**src/rtl/vint_pkg.sv**
```systemverilog
package vint_pkg;
  localparam int unsigned BANK_W = 32;
  localparam int unsigned ADDR_W = 8;

  // word indices (byte address >> 2); bank-1 copy sits at index + 1
  localparam logic [5:0] W_ROUTE  = 6'd0;
  localparam logic [5:0] W_TYPE   = 6'd2;
  localparam logic [5:0] W_POL    = 6'd4;
  localparam logic [5:0] W_EN     = 6'd6;
  localparam logic [5:0] W_ENSET  = 6'd8;
  localparam logic [5:0] W_ENCLR  = 6'd10;
  localparam logic [5:0] W_CLR    = 6'd12;
  localparam logic [5:0] W_SOFT   = 6'd14;
  localparam logic [5:0] W_RAW    = 6'd16;
  localparam logic [5:0] W_IRQST  = 6'd18;
  localparam logic [5:0] W_FIQST  = 6'd20;
  localparam logic [5:0] W_MASTER = 6'd22;
  localparam logic [5:0] W_EMPTY  = 6'd23;
  localparam logic [5:0] W_IRQVEC = 6'd24;
  localparam logic [5:0] W_IRQEOS = 6'd25;
  localparam logic [5:0] W_FIQVEC = 6'd26;
  localparam logic [5:0] W_FIQEOS = 6'd27;
  localparam logic [5:0] W_IRQSVC = 6'd28;
  localparam logic [5:0] W_FIQSVC = 6'd29;

  localparam int unsigned N_PATH = 2;
  localparam int unsigned P_IRQ  = 0;
  localparam int unsigned P_FIQ  = 1;
endpackage

```
**src/rtl/vint_detect.sv**
```systemverilog
module vint_detect #(
  parameter int unsigned N = 32
) (
  input  logic         clk_i,
  input  logic         rst_ni,
  input  logic [N-1:0] src_i,
  input  logic [N-1:0] pol_i,
  input  logic [N-1:0] edge_i,
  input  logic [N-1:0] clr_i,
  input  logic [N-1:0] soft_set_i,
  output logic [N-1:0] raw_o,
  output logic [N-1:0] soft_o
);
  logic [N-1:0] meta_q, sync_q, prev_q, latch_q, soft_q;
  logic [N-1:0] act, rise;

  // polarity folded in before edge detection
  assign act  = sync_q ^ pol_i;
  assign rise = act & ~(prev_q ^ pol_i);

  always_ff @(posedge clk_i or negedge rst_ni) begin
    if (!rst_ni) begin
      meta_q  <= '0;
      sync_q  <= '0;
      prev_q  <= '0;
      latch_q <= '0;
      soft_q  <= '0;
    end else begin
      meta_q  <= src_i;
      sync_q  <= meta_q;
      prev_q  <= sync_q;
      // a fresh edge wins over a same-cycle clear
      latch_q <= ((latch_q & ~clr_i) | rise) & edge_i;
      soft_q  <= (soft_q & ~clr_i) | soft_set_i;
    end
  end

  assign raw_o  = (edge_i & latch_q) | (~edge_i & act) | soft_q;
  assign soft_o = soft_q;
endmodule

```
**src/rtl/vint_prio.sv**
```systemverilog
module vint_prio #(
  parameter int unsigned N   = 64,
  parameter int unsigned IDW = 6
) (
  input  logic [N-1:0]   req_i,
  output logic           valid_o,
  output logic [IDW-1:0] idx_o
);
  always_comb begin
    valid_o = |req_i;
    idx_o   = '0;
    for (int i = N - 1; i >= 0; i--) begin
      if (req_i[i]) idx_o = IDW'(i);
    end
  end
endmodule

```
**src/rtl/vint_path.sv**
```systemverilog
module vint_path #(
  parameter int unsigned N   = 64,
  parameter int unsigned IDW = 6
) (
  input  logic           clk_i,
  input  logic           rst_ni,
  input  logic [N-1:0]   pend_i,
  input  logic           gate_i,
  input  logic           ack_i,
  input  logic           eos_i,
  output logic           vec_valid_o,
  output logic [IDW-1:0] vec_o,
  output logic           out_o,
  output logic           svc_valid_o,
  output logic [IDW-1:0] svc_id_o
);
  logic           top_v;
  logic [IDW-1:0] top_idx;
  logic           eligible;
  logic           svc_v_q, out_q;
  logic [IDW-1:0] svc_id_q;

  vint_prio #(.N(N), .IDW(IDW)) u_prio (
    .req_i  (pend_i),
    .valid_o(top_v),
    .idx_o  (top_idx)
  );

  // only a strictly lower number pre-empts the line in service
  assign eligible = top_v && (!svc_v_q || (top_idx < svc_id_q));

  always_ff @(posedge clk_i or negedge rst_ni) begin
    if (!rst_ni) begin
      svc_v_q  <= 1'b0;
      svc_id_q <= '0;
      out_q    <= 1'b0;
    end else begin
      if (ack_i && eligible) begin
        svc_v_q  <= 1'b1;
        svc_id_q <= top_idx;
      end else if (eos_i) begin
        svc_v_q  <= 1'b0;
      end
      out_q <= gate_i && eligible;
    end
  end

  assign vec_valid_o = eligible;
  assign vec_o       = top_idx;
  assign out_o       = out_q;
  assign svc_valid_o = svc_v_q;
  assign svc_id_o    = svc_id_q;
endmodule

```
**src/rtl/vint_ctrl.sv**
```systemverilog
module vint_ctrl
  import vint_pkg::*;
#(
  parameter int unsigned NSRC    = 64,
  parameter logic [31:0] EMPTY_V = 32'h0000_0080
) (
  input  logic              clk_i,
  input  logic              rst_ni,
  input  logic [NSRC-1:0]   src_i,
  input  logic              bus_req_i,
  input  logic              bus_we_i,
  input  logic [ADDR_W-1:0] bus_addr_i,
  input  logic [31:0]       bus_wdata_i,
  output logic [31:0]       bus_rdata_o,
  output logic              irq_o,
  output logic              fiq_o
);
  localparam int unsigned NBANK = NSRC / BANK_W;
  localparam int unsigned IDW   = $clog2(NSRC);

  logic [NSRC-1:0] route_q, type_q, pol_q, en_q;
  logic [1:0]      master_q;
  logic [NSRC-1:0] raw_all, soft_all, irq_stat, fiq_stat, clr_mask, soft_set;
  logic [NBANK-1:0] wr_route, wr_type, wr_pol, wr_en, wr_enset, wr_enclr;
  logic            wr, rd;
  logic [5:0]      widx;
  logic [31:0]     rd_val, rdata_q;

  logic [N_PATH-1:0]          ack, eos, path_vld, path_out, svc_v;
  logic [N_PATH-1:0][IDW-1:0] path_idx, svc_id;
  logic [N_PATH-1:0][NSRC-1:0] path_pend;

  assign wr   = bus_req_i && bus_we_i;
  assign rd   = bus_req_i && !bus_we_i;
  assign widx = bus_addr_i[ADDR_W-1:2];

  always_comb begin
    clr_mask = '0;
    soft_set = '0;
    for (int b = 0; b < NBANK; b++) begin
      wr_route[b] = wr && (widx == W_ROUTE + 6'(b));
      wr_type[b]  = wr && (widx == W_TYPE  + 6'(b));
      wr_pol[b]   = wr && (widx == W_POL   + 6'(b));
      wr_en[b]    = wr && (widx == W_EN    + 6'(b));
      wr_enset[b] = wr && (widx == W_ENSET + 6'(b));
      wr_enclr[b] = wr && (widx == W_ENCLR + 6'(b));
      if (wr && (widx == W_CLR + 6'(b)))  clr_mask[b*BANK_W +: BANK_W] = bus_wdata_i;
      if (wr && (widx == W_SOFT + 6'(b))) soft_set[b*BANK_W +: BANK_W] = bus_wdata_i;
    end
  end

  always_ff @(posedge clk_i or negedge rst_ni) begin
    if (!rst_ni) begin
      route_q  <= '0;
      type_q   <= '0;
      pol_q    <= '0;
      en_q     <= '0;
      master_q <= '0;
    end else begin
      for (int b = 0; b < NBANK; b++) begin
        if (wr_route[b]) route_q[b*BANK_W +: BANK_W] <= bus_wdata_i;
        if (wr_type[b])  type_q[b*BANK_W +: BANK_W]  <= bus_wdata_i;
        if (wr_pol[b])   pol_q[b*BANK_W +: BANK_W]   <= bus_wdata_i;
        if (wr_en[b])
          en_q[b*BANK_W +: BANK_W] <= bus_wdata_i;
        else if (wr_enset[b])
          en_q[b*BANK_W +: BANK_W] <= en_q[b*BANK_W +: BANK_W] | bus_wdata_i;
        else if (wr_enclr[b])
          en_q[b*BANK_W +: BANK_W] <= en_q[b*BANK_W +: BANK_W] & ~bus_wdata_i;
      end
      if (wr && widx == W_MASTER) master_q <= bus_wdata_i[1:0];
    end
  end

  for (genvar b = 0; b < NBANK; b++) begin : g_bank
    vint_detect #(.N(BANK_W)) u_det (
      .clk_i     (clk_i),
      .rst_ni    (rst_ni),
      .src_i     (src_i[b*BANK_W +: BANK_W]),
      .pol_i     (pol_q[b*BANK_W +: BANK_W]),
      .edge_i    (type_q[b*BANK_W +: BANK_W]),
      .clr_i     (clr_mask[b*BANK_W +: BANK_W]),
      .soft_set_i(soft_set[b*BANK_W +: BANK_W]),
      .raw_o     (raw_all[b*BANK_W +: BANK_W]),
      .soft_o    (soft_all[b*BANK_W +: BANK_W])
    );
  end

  assign irq_stat = raw_all & en_q & ~route_q;
  assign fiq_stat = raw_all & en_q & route_q;
  assign path_pend[P_IRQ] = irq_stat;
  assign path_pend[P_FIQ] = fiq_stat;

  assign ack[P_IRQ] = rd && (widx == W_IRQVEC);
  assign ack[P_FIQ] = rd && (widx == W_FIQVEC);
  assign eos[P_IRQ] = wr && (widx == W_IRQEOS);
  assign eos[P_FIQ] = wr && (widx == W_FIQEOS);

  for (genvar p = 0; p < N_PATH; p++) begin : g_path
    vint_path #(.N(NSRC), .IDW(IDW)) u_path (
      .clk_i      (clk_i),
      .rst_ni     (rst_ni),
      .pend_i     (path_pend[p]),
      .gate_i     (master_q[p]),
      .ack_i      (ack[p]),
      .eos_i      (eos[p]),
      .vec_valid_o(path_vld[p]),
      .vec_o      (path_idx[p]),
      .out_o      (path_out[p]),
      .svc_valid_o(svc_v[p]),
      .svc_id_o   (svc_id[p])
    );
  end

  always_comb begin
    rd_val = '0;
    for (int b = 0; b < NBANK; b++) begin
      if (widx == W_ROUTE + 6'(b)) rd_val = route_q[b*BANK_W +: BANK_W];
      if (widx == W_TYPE  + 6'(b)) rd_val = type_q[b*BANK_W +: BANK_W];
      if (widx == W_POL   + 6'(b)) rd_val = pol_q[b*BANK_W +: BANK_W];
      if (widx == W_EN    + 6'(b)) rd_val = en_q[b*BANK_W +: BANK_W];
      if (widx == W_SOFT  + 6'(b)) rd_val = soft_all[b*BANK_W +: BANK_W];
      if (widx == W_RAW   + 6'(b)) rd_val = raw_all[b*BANK_W +: BANK_W];
      if (widx == W_IRQST + 6'(b)) rd_val = irq_stat[b*BANK_W +: BANK_W];
      if (widx == W_FIQST + 6'(b)) rd_val = fiq_stat[b*BANK_W +: BANK_W];
    end
    case (widx)
      W_MASTER: rd_val = {30'b0, master_q};
      W_EMPTY:  rd_val = EMPTY_V;
      W_IRQVEC: rd_val = path_vld[P_IRQ] ? 32'(path_idx[P_IRQ]) : EMPTY_V;
      W_FIQVEC: rd_val = path_vld[P_FIQ] ? 32'(path_idx[P_FIQ]) : EMPTY_V;
      W_IRQSVC: rd_val = svc_v[P_IRQ] ? 32'(svc_id[P_IRQ]) : EMPTY_V;
      W_FIQSVC: rd_val = svc_v[P_FIQ] ? 32'(svc_id[P_FIQ]) : EMPTY_V;
      default: ;
    endcase
  end

  always_ff @(posedge clk_i or negedge rst_ni) begin
    if (!rst_ni)  rdata_q <= '0;
    else if (rd)  rdata_q <= rd_val;
  end

  assign bus_rdata_o = rdata_q;
  assign irq_o       = path_out[P_IRQ];
  assign fiq_o       = path_out[P_FIQ];
endmodule

```
**config.mk**
```make
export PLATFORM = sky130hd
export DESIGN_NAME = vint_ctrl
export DESIGN_NICKNAME = d
export VERILOG_FILES = /design/src/rtl/vint_pkg.sv /design/src/rtl/vint_detect.sv /design/src/rtl/vint_prio.sv /design/src/rtl/vint_path.sv /design/src/rtl/vint_ctrl.sv
export SDC_FILE = /design/constraint.sdc
export NUM_CORES = 1
export LEC_CHECK = 0
export ABC_AREA = 1
export BUFFER_PORTS_ARGS = -buffer_cell sky130_fd_sc_hd__buf_2
export CORE_ASPECT_RATIO = 1.4
export CORE_MARGIN = 2
export CORE_UTILIZATION = 39
export DETAILED_ROUTE_END_ITERATION = 6
export HOLD_SLACK_MARGIN = 0.02
export PLACE_DENSITY_LB_ADDON = 0.1
export SYNTH_ARGS = -nofsm -noshare
export SYNTH_HDL_FRONTEND = slang
export SYNTH_SLANG_ARGS = --single-unit
```
**constraint.sdc**
```tcl
create_clock -name clk_i -period 10.75 [get_ports clk_i]
set_input_delay 1.075 -clock clk_i [delete_from_list [all_inputs] [get_ports clk_i]]
set_output_delay 1.075 -clock clk_i [all_outputs]
set_load 0.005 [all_outputs]
```
Yosys cells after proc, flatten, opt, wreduce, memory -nomap -nowiden
Index checks and enable logic that the tools add are counted.

Register bits: 626. Bits of input ports: 108. Output and inout bits: 34.

$lt $le $gt $ge: 2. Equal/unequal tests: 29. Multiplexer cells: 163. Bitwise gates (word level): 39. Reduce and logical (&&, ||, !) cells: 41.

Operator list (count): $mux 32 (26); $mux 6 (128); $and 32x32->32 (14); $or 32x32->32 (10); $not 32->32 (7); $and 64x64->64 (3); $pmux 32 s6 (1); $reduce_or 64->1 (2); $xor 32x32->32 (4); $eq 6x5->1 const B (14); $not 64->64 (1); $eq 6x4->1 const B (8); $mux 8 (4); $logic_and 1x1->1 (29); $eq 6x3->1 const B (4); $eq 6x2->1 const B (2); $lt 6x6->1 (2); $eq 6x1->1 const B (1); $logic_not 6->1 (1); $reduce_bool 3->1 (2); $mux 1 (4); $reduce_bool 2->1 (2); $logic_not 1->1 (3); $logic_or 1x1->1 (2).

Longest topological paths before layout
Gate-level depths: netlist of run 1.

Word-level depth: 75. Depth in mapped cells: 81. Depth with buffers taken out: 81.

Cells and area by module
A second synthesis of run 1 with hierarchy kept.

Cells, all modules: 4427. Area total of the unflattened synthesis: 32665.1 µm².

By module, submodules not included: vint_ctrl (times used 1, cells each 2615, area each 17290.3 µm²); vint_detect (times used 2, cells each 608, area each 6165.9 µm²); vint_prio (times used 2, cells each 235, area each 1024.7 µm²); vint_path (times used 2, cells each 63, area each 496.7 µm²).

Least setup slack after synthesis of run 1
OpenSTA, ideal clock, no wires.

Path type: register to register. From: reg pol_q[61]. To: reg g_path[0].u_path.svc_id_q[0]. Setup time: 0.135 ns. Data arrival time: 4.335 ns. Required time: 10.615 ns. Slack: 6.280 ns. Cell stages (with the launch flop): 76. Cell sequence: dfrtp_1 -> xor2_1 -> nand2_1 -> nand3_2 -> nand3b_1 -> nand2_1 -> nand2_1 -> nand2_1 -> nand2_1 -> nand2_1 -> nand2_1 -> nand2_1 -> nand2_1 -> nand2_1 -> nand2_1 -> nand2_1 -> nand2_1 -> nand2_1 -> [40 not listed] -> nand2_1 -> nand2_1 -> nand2_1 -> nand2_1 -> nand2_1 -> nand2_1 -> nand2_1 -> nand2_1 -> nand2_1 -> nand2_1 -> nand2_1 -> nand2_1 -> nand2_1 -> nand2_1 -> nand2_4 -> nand2_4 -> nor3_4 -> o22ai_1.

Word-level cells in the longest chain between the ends: 72.

RTL lines: start, declared (RTL line vint_ctrl.sv:21) `logic [NSRC-1:0] route_q, type_q, pol_q, en_q;`; start signal, assigned by index (RTL line vint_ctrl.sv:63) `if (wr_pol[b]) pol_q[b*BANK_W +: BANK_W] <= bus_wdata_i;`; $xor 32x32->32 * (RTL line vint_detect.sv:18) `assign act = sync_q ^ pol_i;`; $and 32x32->32 * (RTL line vint_detect.sv:38) `assign raw_o = (edge_i & latch_q) | (~edge_i & act) | soft_q;`; $or 32x32->32 * (2 in series) (RTL line vint_detect.sv:38); $and 64x64->64 * (2 in series) (RTL line vint_ctrl.sv:89) `assign irq_stat = raw_all & en_q & ~route_q;`; $mux 6 (62 in series) (RTL line vint_prio.sv:13) `if (req_i[i]) idx_o = IDW'(i);`; $lt 6x6->1 (RTL line vint_path.sv:30) `assign eligible = top_v && (!svc_v_q || (top_idx < svc_id_q));`; $logic_or 1x1->1 (RTL line vint_path.sv:30); $logic_and 1x1->1 (RTL line vint_path.sv:30); $logic_and 1x1->1 (RTL line vint_path.sv:38) `if (ack_i && eligible) begin`; end signal, assigned (RTL line vint_path.sv:40) `svc_id_q <= top_idx;`; end, declared (RTL line vint_path.sv:21) `logic [IDW-1:0] svc_id_q;`.

Mark *: on every way between the ends. The rest lies on a longest branch, timed or not. A chain may end at the register's enable or synchronous reset.

Final worst setup path of run 1
From: reg pol_q[60]. To: reg g_path[1].u_path.svc_id_q[2].

Word-level cells in the longest chain between the ends: 71.

RTL lines: $xor 32x32->32 * (RTL line vint_detect.sv:18); $and 32x32->32 * (RTL line vint_detect.sv:38); $or 32x32->32 * (2 in series) (RTL line vint_detect.sv:38); $and 64x64->64 * (2 in series) (RTL line vint_ctrl.sv:90) `assign fiq_stat = raw_all & en_q & route_q;`; $mux 6 (61 in series) (RTL line vint_prio.sv:13); $lt 6x6->1 (RTL line vint_path.sv:30); $logic_or 1x1->1 (RTL line vint_path.sv:30); $logic_and 1x1->1 (RTL line vint_path.sv:30); $logic_and 1x1->1 (RTL line vint_path.sv:38); end signal, assigned (RTL line vint_path.sv:40); end, declared (RTL line vint_path.sv:21).

Marked as above.

==> reports/results.ini, run 1 <==
[synthesis]
synth_top_area_share_pct = 54.0
synth_area_leaders = dfrtp_1 (54%), nand2_1 (9.2%), o21ai_0 (7.0%), inv_1 (4.0%), nor2_1 (3.3%)
synthCells = 3293
ys_warn_count = 0
yosysUniqueCellTypes = 42
synth_nets = 3407
synth_edf_count = 0
ys_seq_area_share_pct = 54.0
syn_area_um2 = 29000
synthFlopType = dfrtp_1
synth_seq_cells = 626
async_reset_ff_share_pct = 100
synth_top_cell_by_area = dfrtp_1
avgSynthCellArea_um2 = 8.81

[cts]
clk_pin_slew_ns = 0.06
cts_tree = built
htreeDepth = 3
cts_hold_buffers = 0
numClockSinks = 626
clockRootBuffer = clkbuf_16
cts_resized = 0
postCtsSetupRepairBufs = 0
cts_inserted_buffers = 69
insertion_delay_ns = 0.63
max-clock-path-buffers = 3

[grt]
grt_max_degree = 176
grt_pass1_vias = 25500
grt_pass1_wl_um = 155000
antenna_found_initial = 1
grt_overflow = 0
grt_usage_pct = 27.1

[power_and_ir_drop]
p_leak_nw = 15.3
irDropWorstVdd_v = 0.000118
p_per_area_nw_per_um2 = 185

[timing]
timing.final.crit_share_pct = 57.1
worst_pin_slew_ns = 1.23
setup-tns-final_ns = 0
fin_ws_ns = 4.61
fmax_mhz = 163
min_period_ns = 6.14
rsz0062_at_grt = false
hold_viol = 0
fin_worst_skew_ns = 0.0332
maxSlewHeadroom_pct = 17.6
slew_violations = 0
finalSetupViolations = 0

[worst_setup_path]
crit_buf_inv = 1
cp-end-kind = flop
cp_slowest_cell = dfrtp_1
cpPeakStageDelay_ns = 0.43
crit_required_ns = 11.22
cp_max_fo = 8
arrival_ns = 6.60
crit_family = simple AND/OR/NAND/NOR gates
worstSetupPathType = flop to flop
crit_path_start_kind = flop
cpMostUsedCell = nand2_1

[placement]
postPlaceCellArea_um2 = 30600
globalplace.congestion = 0.936
placed_cells = 4267
preCtsSetupSlack_ns = 4.65
port_buffers = 139
hpwlAfterDp_um = 69100

[cells_and_area]
seq_area_um2 = 15700
layout-drive-gt1-share_pct = 9.73
final_cell_area_um2 = 33100
multiInputGateArea_um2 = 11600
fill_cells = 7219
layout_commonest_cell = nand2_1
diodes = 0
final_cell_mix = nand2_1 (699), dfrtp_1 (626), o21ai_0 (405)
area_growth_pct = 14.0
final_cells = 4392
layout.nets = 3492

[floorplan]
die-area_um2 = 76600
die_h_um = 327
dieWidth_um = 234
num_rows = 118
io_pins = 142
core_um2 = 73800
initial_core_util_pct = 39.3

[worst_hold_path]
hold_class = flop to flop

[routing]
drc = 0
dr_total_vias = 25200
drt-initial-drc-count = 2360
postRouteAntennaNets = 0
dr.pass1.iters = 6
viasPerCell = 5.73
routed_wl_um = 103000
wire_per_inst_um = 23.5

[run_status]
status = completed

[run]
cap_violations = 0

cells by family after synthesis:
logic type | share of synthesized area (%)
and+or+nand+nor | 16.4
AOI/OAI and AO/OA | 19.4
DFF | 54.0
buffers and inverters | 6.07
xor gates and xnor gates | 3.74
adders and majority gates | 0.259
muxes | 0.0776
cells in the mapped netlist, types with 24 or more instances:
cell      number
inv_1        307
dfrtp_1      626
nand3_1      142
o211ai_1     117
a21oi_1       50
o21ai_0      406
o22ai_1      134
a221oi_1      26
clkbuf_1     159
nor2_1       256
xor2_1        62
o32ai_1       81
nand2_1      709
o221ai_1      38
xnor2_1       62
nand3b_1      24
final timing paths:
path	startpoint	end	slack, ns	cells past startpoint
worst max-delay path	pol_q[60]$_DFFE_PN0P_	g_path[1].u_path.svc_id_o[2]$_DFFE_PN0P_	4.61	73
worst min-delay path	g_bank[0].u_det.meta_q[15]$_DFF_PN0_	g_bank[0].u_det.sync_q[15]$_DFF_PN0_	0.34	0
worst max register to register	pol_q[60]$_DFFE_PN0P_	g_path[1].u_path.svc_id_o[2]$_DFFE_PN0P_	4.61	73
worst min register to register	g_bank[0].u_det.meta_q[15]$_DFF_PN0_	g_bank[0].u_det.sync_q[15]$_DFF_PN0_	0.34	0
max in group asynchronous	rst_ni	g_bank[1].u_det.meta_q[14]$_DFF_PN0_	7.97	3
min in group asynchronous	rst_ni	g_bank[0].u_det.sync_q[3]$_DFF_PN0_	0.47	1
stage by stage:
stage | hold WS [ns] | util [%] | total power [W]
after floorplan | 0.331 | - | 0.00321
after global routing | 0.354 | 44.8 | 0.00638
final | 0.345 | 44.8 | 0.00611
after CTS | 0.344 | 44.8 | 0.00616
after detailed placement | 0.336 | 41.5 | 0.00358
after global placement | 0.332 | 41.5 | 0.00356
area by class of cell:
class	instances	area share, %
repair buffers	174	2.97
well taps	960	3.63
clock inverters	37	1.45
flip-flops and latches	626	47.4
clock buffers	88	5.90
multi-input cells	2198	35.2
inverters	309	3.51
metal layers:
layer | share of wire, % | wire, µm | GRT usage, %
met1 | 39 | 40400 | 33.2
met2 | 49 | 50300 | 45.5
met3 | 5.7 | 5900 | 3.35
met4 | 6.5 | 6770 | 16.1
met5 | 0 | 0 | 0
power breakdown:
group / internal [W] / switching [W]
sequential: 0.00254 / 0.000149
combinational: 0.000265 / 0.000589
clock: 0.00153 / 0.00103
total: 0.00434 / 0.00177
Note: power is estimated with default switching activity, not from simulation.
==> run 2: changes to the inputs <==
==> constraint.sdc (replaced) <==
create_clock -name clk_i -period 5.17 [get_ports clk_i]
set_input_delay 0.517 -clock clk_i [delete_from_list [all_inputs] [get_ports clk_i]]
set_output_delay 0.517 -clock clk_i [all_outputs]
set_load 0.005 [all_outputs]
==> run 2 against run 1 <==
Compared with the run above: via count up 3.3%; first-iteration DRC count up 7.5%; clock power up 100%; sequential share of layout area down 2.6 points; routed wire length up 2.4%; non-clock buffer count up 222; final cell count up 5.0%; critical path depth up 7; highest routed layer unchanged; worst hold slack worse by 0.14 ns; power up 110%; the run now ends with DRC, setup timing left.
==> reports/results.ini, run 2 (synthesis results as in run 1) <==
[run_status]
violations = DRC, setup timing
status = complete, but fails checks

[floorplan]
die-area_um2 = 76600  ; unchanged
die_h_um = 327  ; unchanged
dieWidth_um = 234  ; unchanged
core_um2 = 73800  ; unchanged
num_rows = 118  ; unchanged
initial_core_util_pct = 39.3  ; unchanged
io_pins = 142  ; unchanged

[grt]
grt_max_degree = 113  ; -36%
grt_pass1_wl_um = 159000  ; +2.2%
grt_usage_pct = 27.8  ; +0.68 points
antenna_found_initial = 0  ; -1
grt_pass1_vias = 25900  ; +1.6%
grt_overflow = 0  ; unchanged

[power_and_ir_drop]
totalPowerFinal_w = 0.0127  ; +110%
irDropWorstVdd_v = 0.000241  ; +100%
p_leak_nw = 16.3  ; +6.8%
p_per_area_nw_per_um2 = 363  ; +97%

[placement]
port_buffers = 139  ; unchanged
globalplace.congestion = 0.944  ; +0.94%
postPlaceCellArea_um2 = 31800  ; +3.8%
hpwlAfterDp_um = 73000  ; +5.7%

[worst_setup_path]
cp-end-kind = flop
cp_max_fo = 8  ; unchanged
worstSetupPathType = flop to flop
cpPeakStageDelay_ns = 0.42  ; about the same
cp_slowest_cell = dfrtp_1
crit_required_ns = 5.69  ; -5.53 ns
crit_path_start_kind = flop
arrival_ns = 6.19  ; -0.41 ns
cpMostUsedCell = nand2_1

[timing]
worst_pin_slew_ns = 1.16  ; -0.0719 ns
finalSetupViolations = 23  ; +23
maxSlewHeadroom_pct = 22.2  ; +4.6 points
slew_violations = 0  ; unchanged
timing.final.crit_share_pct = 110  ; +53 points
fin_ws_ns = -0.504  ; -5.12 ns
fin_worst_skew_ns = 0.0211  ; -0.0120 ns
fmax_mhz = 176  ; +8.2%
min_period_ns = 5.67  ; -0.463 ns
hold_viol = 0  ; unchanged
rsz0062_at_grt = true

[routing]
drc = 5  ; +5
routed_wl_um = 106000  ; +2.4%
postRouteAntennaNets = 0  ; unchanged
drt-initial-drc-count = 2537  ; +7.5%
wire_per_inst_um = 23.0  ; -2.5%
viasPerCell = 5.64  ; -1.6%
dr.pass1.iters = 7  ; +1
dr_total_vias = 26000  ; +3.3%

[cells_and_area]
area_growth_pct = 20.8
diodes = 0  ; unchanged
fill_cells = 7186  ; -0.46%
final_cell_area_um2 = 35000  ; +5.9%
final_cell_mix = nand2_1 (682), dfrtp_1 (626), o21ai_0 (404)
layout_commonest_cell = nand2_1
layout.nets = 3714  ; +6.4%
layout-drive-gt1-share_pct = 14.0  ; +4.3 points

[cts]
cts_inserted_buffers = 69  ; unchanged
htreeDepth = 3  ; unchanged
clk_pin_slew_ns = 0.06  ; about the same
clockRootBuffer = clkbuf_16
cts_tree = built
max-clock-path-buffers = 3  ; unchanged
insertion_delay_ns = 0.64  ; about the same
numClockSinks = 626  ; unchanged

[run]
cap_violations = 0  ; unchanged

[worst_hold_path]
hold_class = primary input to flop

## run 2: where the power goes
part / switching (W) / leakage, nW / internal, W
registers: 0.000292 / 7.74 / 0.00528
logic: 0.00128 / 7.43 / 0.000721
clock network: 0.00212 / 1.14 / 0.00301
total: 0.00370 / 16.3 / 0.00901
## run 2: routing by layer
metal / share of wire (%) / track usage, %
met5: 0 / 0
met4: 6.5 / 17.0
met3: 5.7 / 3.17
met2: 49 / 46.7
met1: 39 / 33.9
## run 2: worst max-delay path: cells and delay by family (launching register included)
family / cells / cell delay, ns
buf+inv: 2 / 0.12
simple gates: 78 / 5.06
flops: 1 / 0.42
## run 2: cell type report
type	count	area (µm²)	share of cell area, %
clock buffer	95	1990	5.68
clock inverter	29	343	0.979
multi-input combinational	2198	11800	33.6
tap	960	1200	3.43
inverter	309	1160	3.31
timing repair buffer	396	2910	8.31
sequential	626	15700	44.7
## run 2: worst paths after layout
kind	from	endpoint	slack, ns	cells after the start
setup / recovery	pol_q[63]$_DFFE_PN0P_	bus_rdata_o[1]$_DFFE_PN0P_	-0.50	80
hold / removal	bus_wdata_i[14]	flop	0.21	4
setup reg to reg	pol_q[63]$_DFFE_PN0P_	bus_rdata_o[1]$_DFFE_PN0P_	-0.50	80
hold reg to reg	g_bank[0].u_det.meta_q[11]$_DFF_PN0_	g_bank[0].u_det.sync_q[11]$_DFF_PN0_	0.34	0
max in group asynchronous	rst_ni	type_q[24]$_DFFE_PN0P_	3.30	3
min in group asynchronous	rst_ni	g_bank[0].u_det.sync_q[4]$_DFF_PN0_	0.52	2
## run 2: repair_timing
item,4_1_cts,5_1_grt
resized for setup,26,12
endpoints found under the hold margin,121,0
setup endpoints to repair,23,23
pin swaps,4,10
hold buffers,65,0
setup buffers,7,7
## run 2: per-stage QoR
step / setup slack, ns / hold WS (ns) / instances / setup TNS [ns] / utilization (%)
global placement: -0.584 / 0.333 / 4410 / -11.36 / 43.1
global route: -1.22 / 0.216 / 4613 / -25.57 / 47.4
CTS: -0.449 / 0.185 / 4606 / -9.53 / 47.3
detailed placement: -0.594 / 0.335 / 4410 / -11.41 / 43.1
finish: -0.504 / 0.205 / 4613 / -10.32 / 47.4
floorplan: 0.700 / 0.221 / 3293 / 0 / -
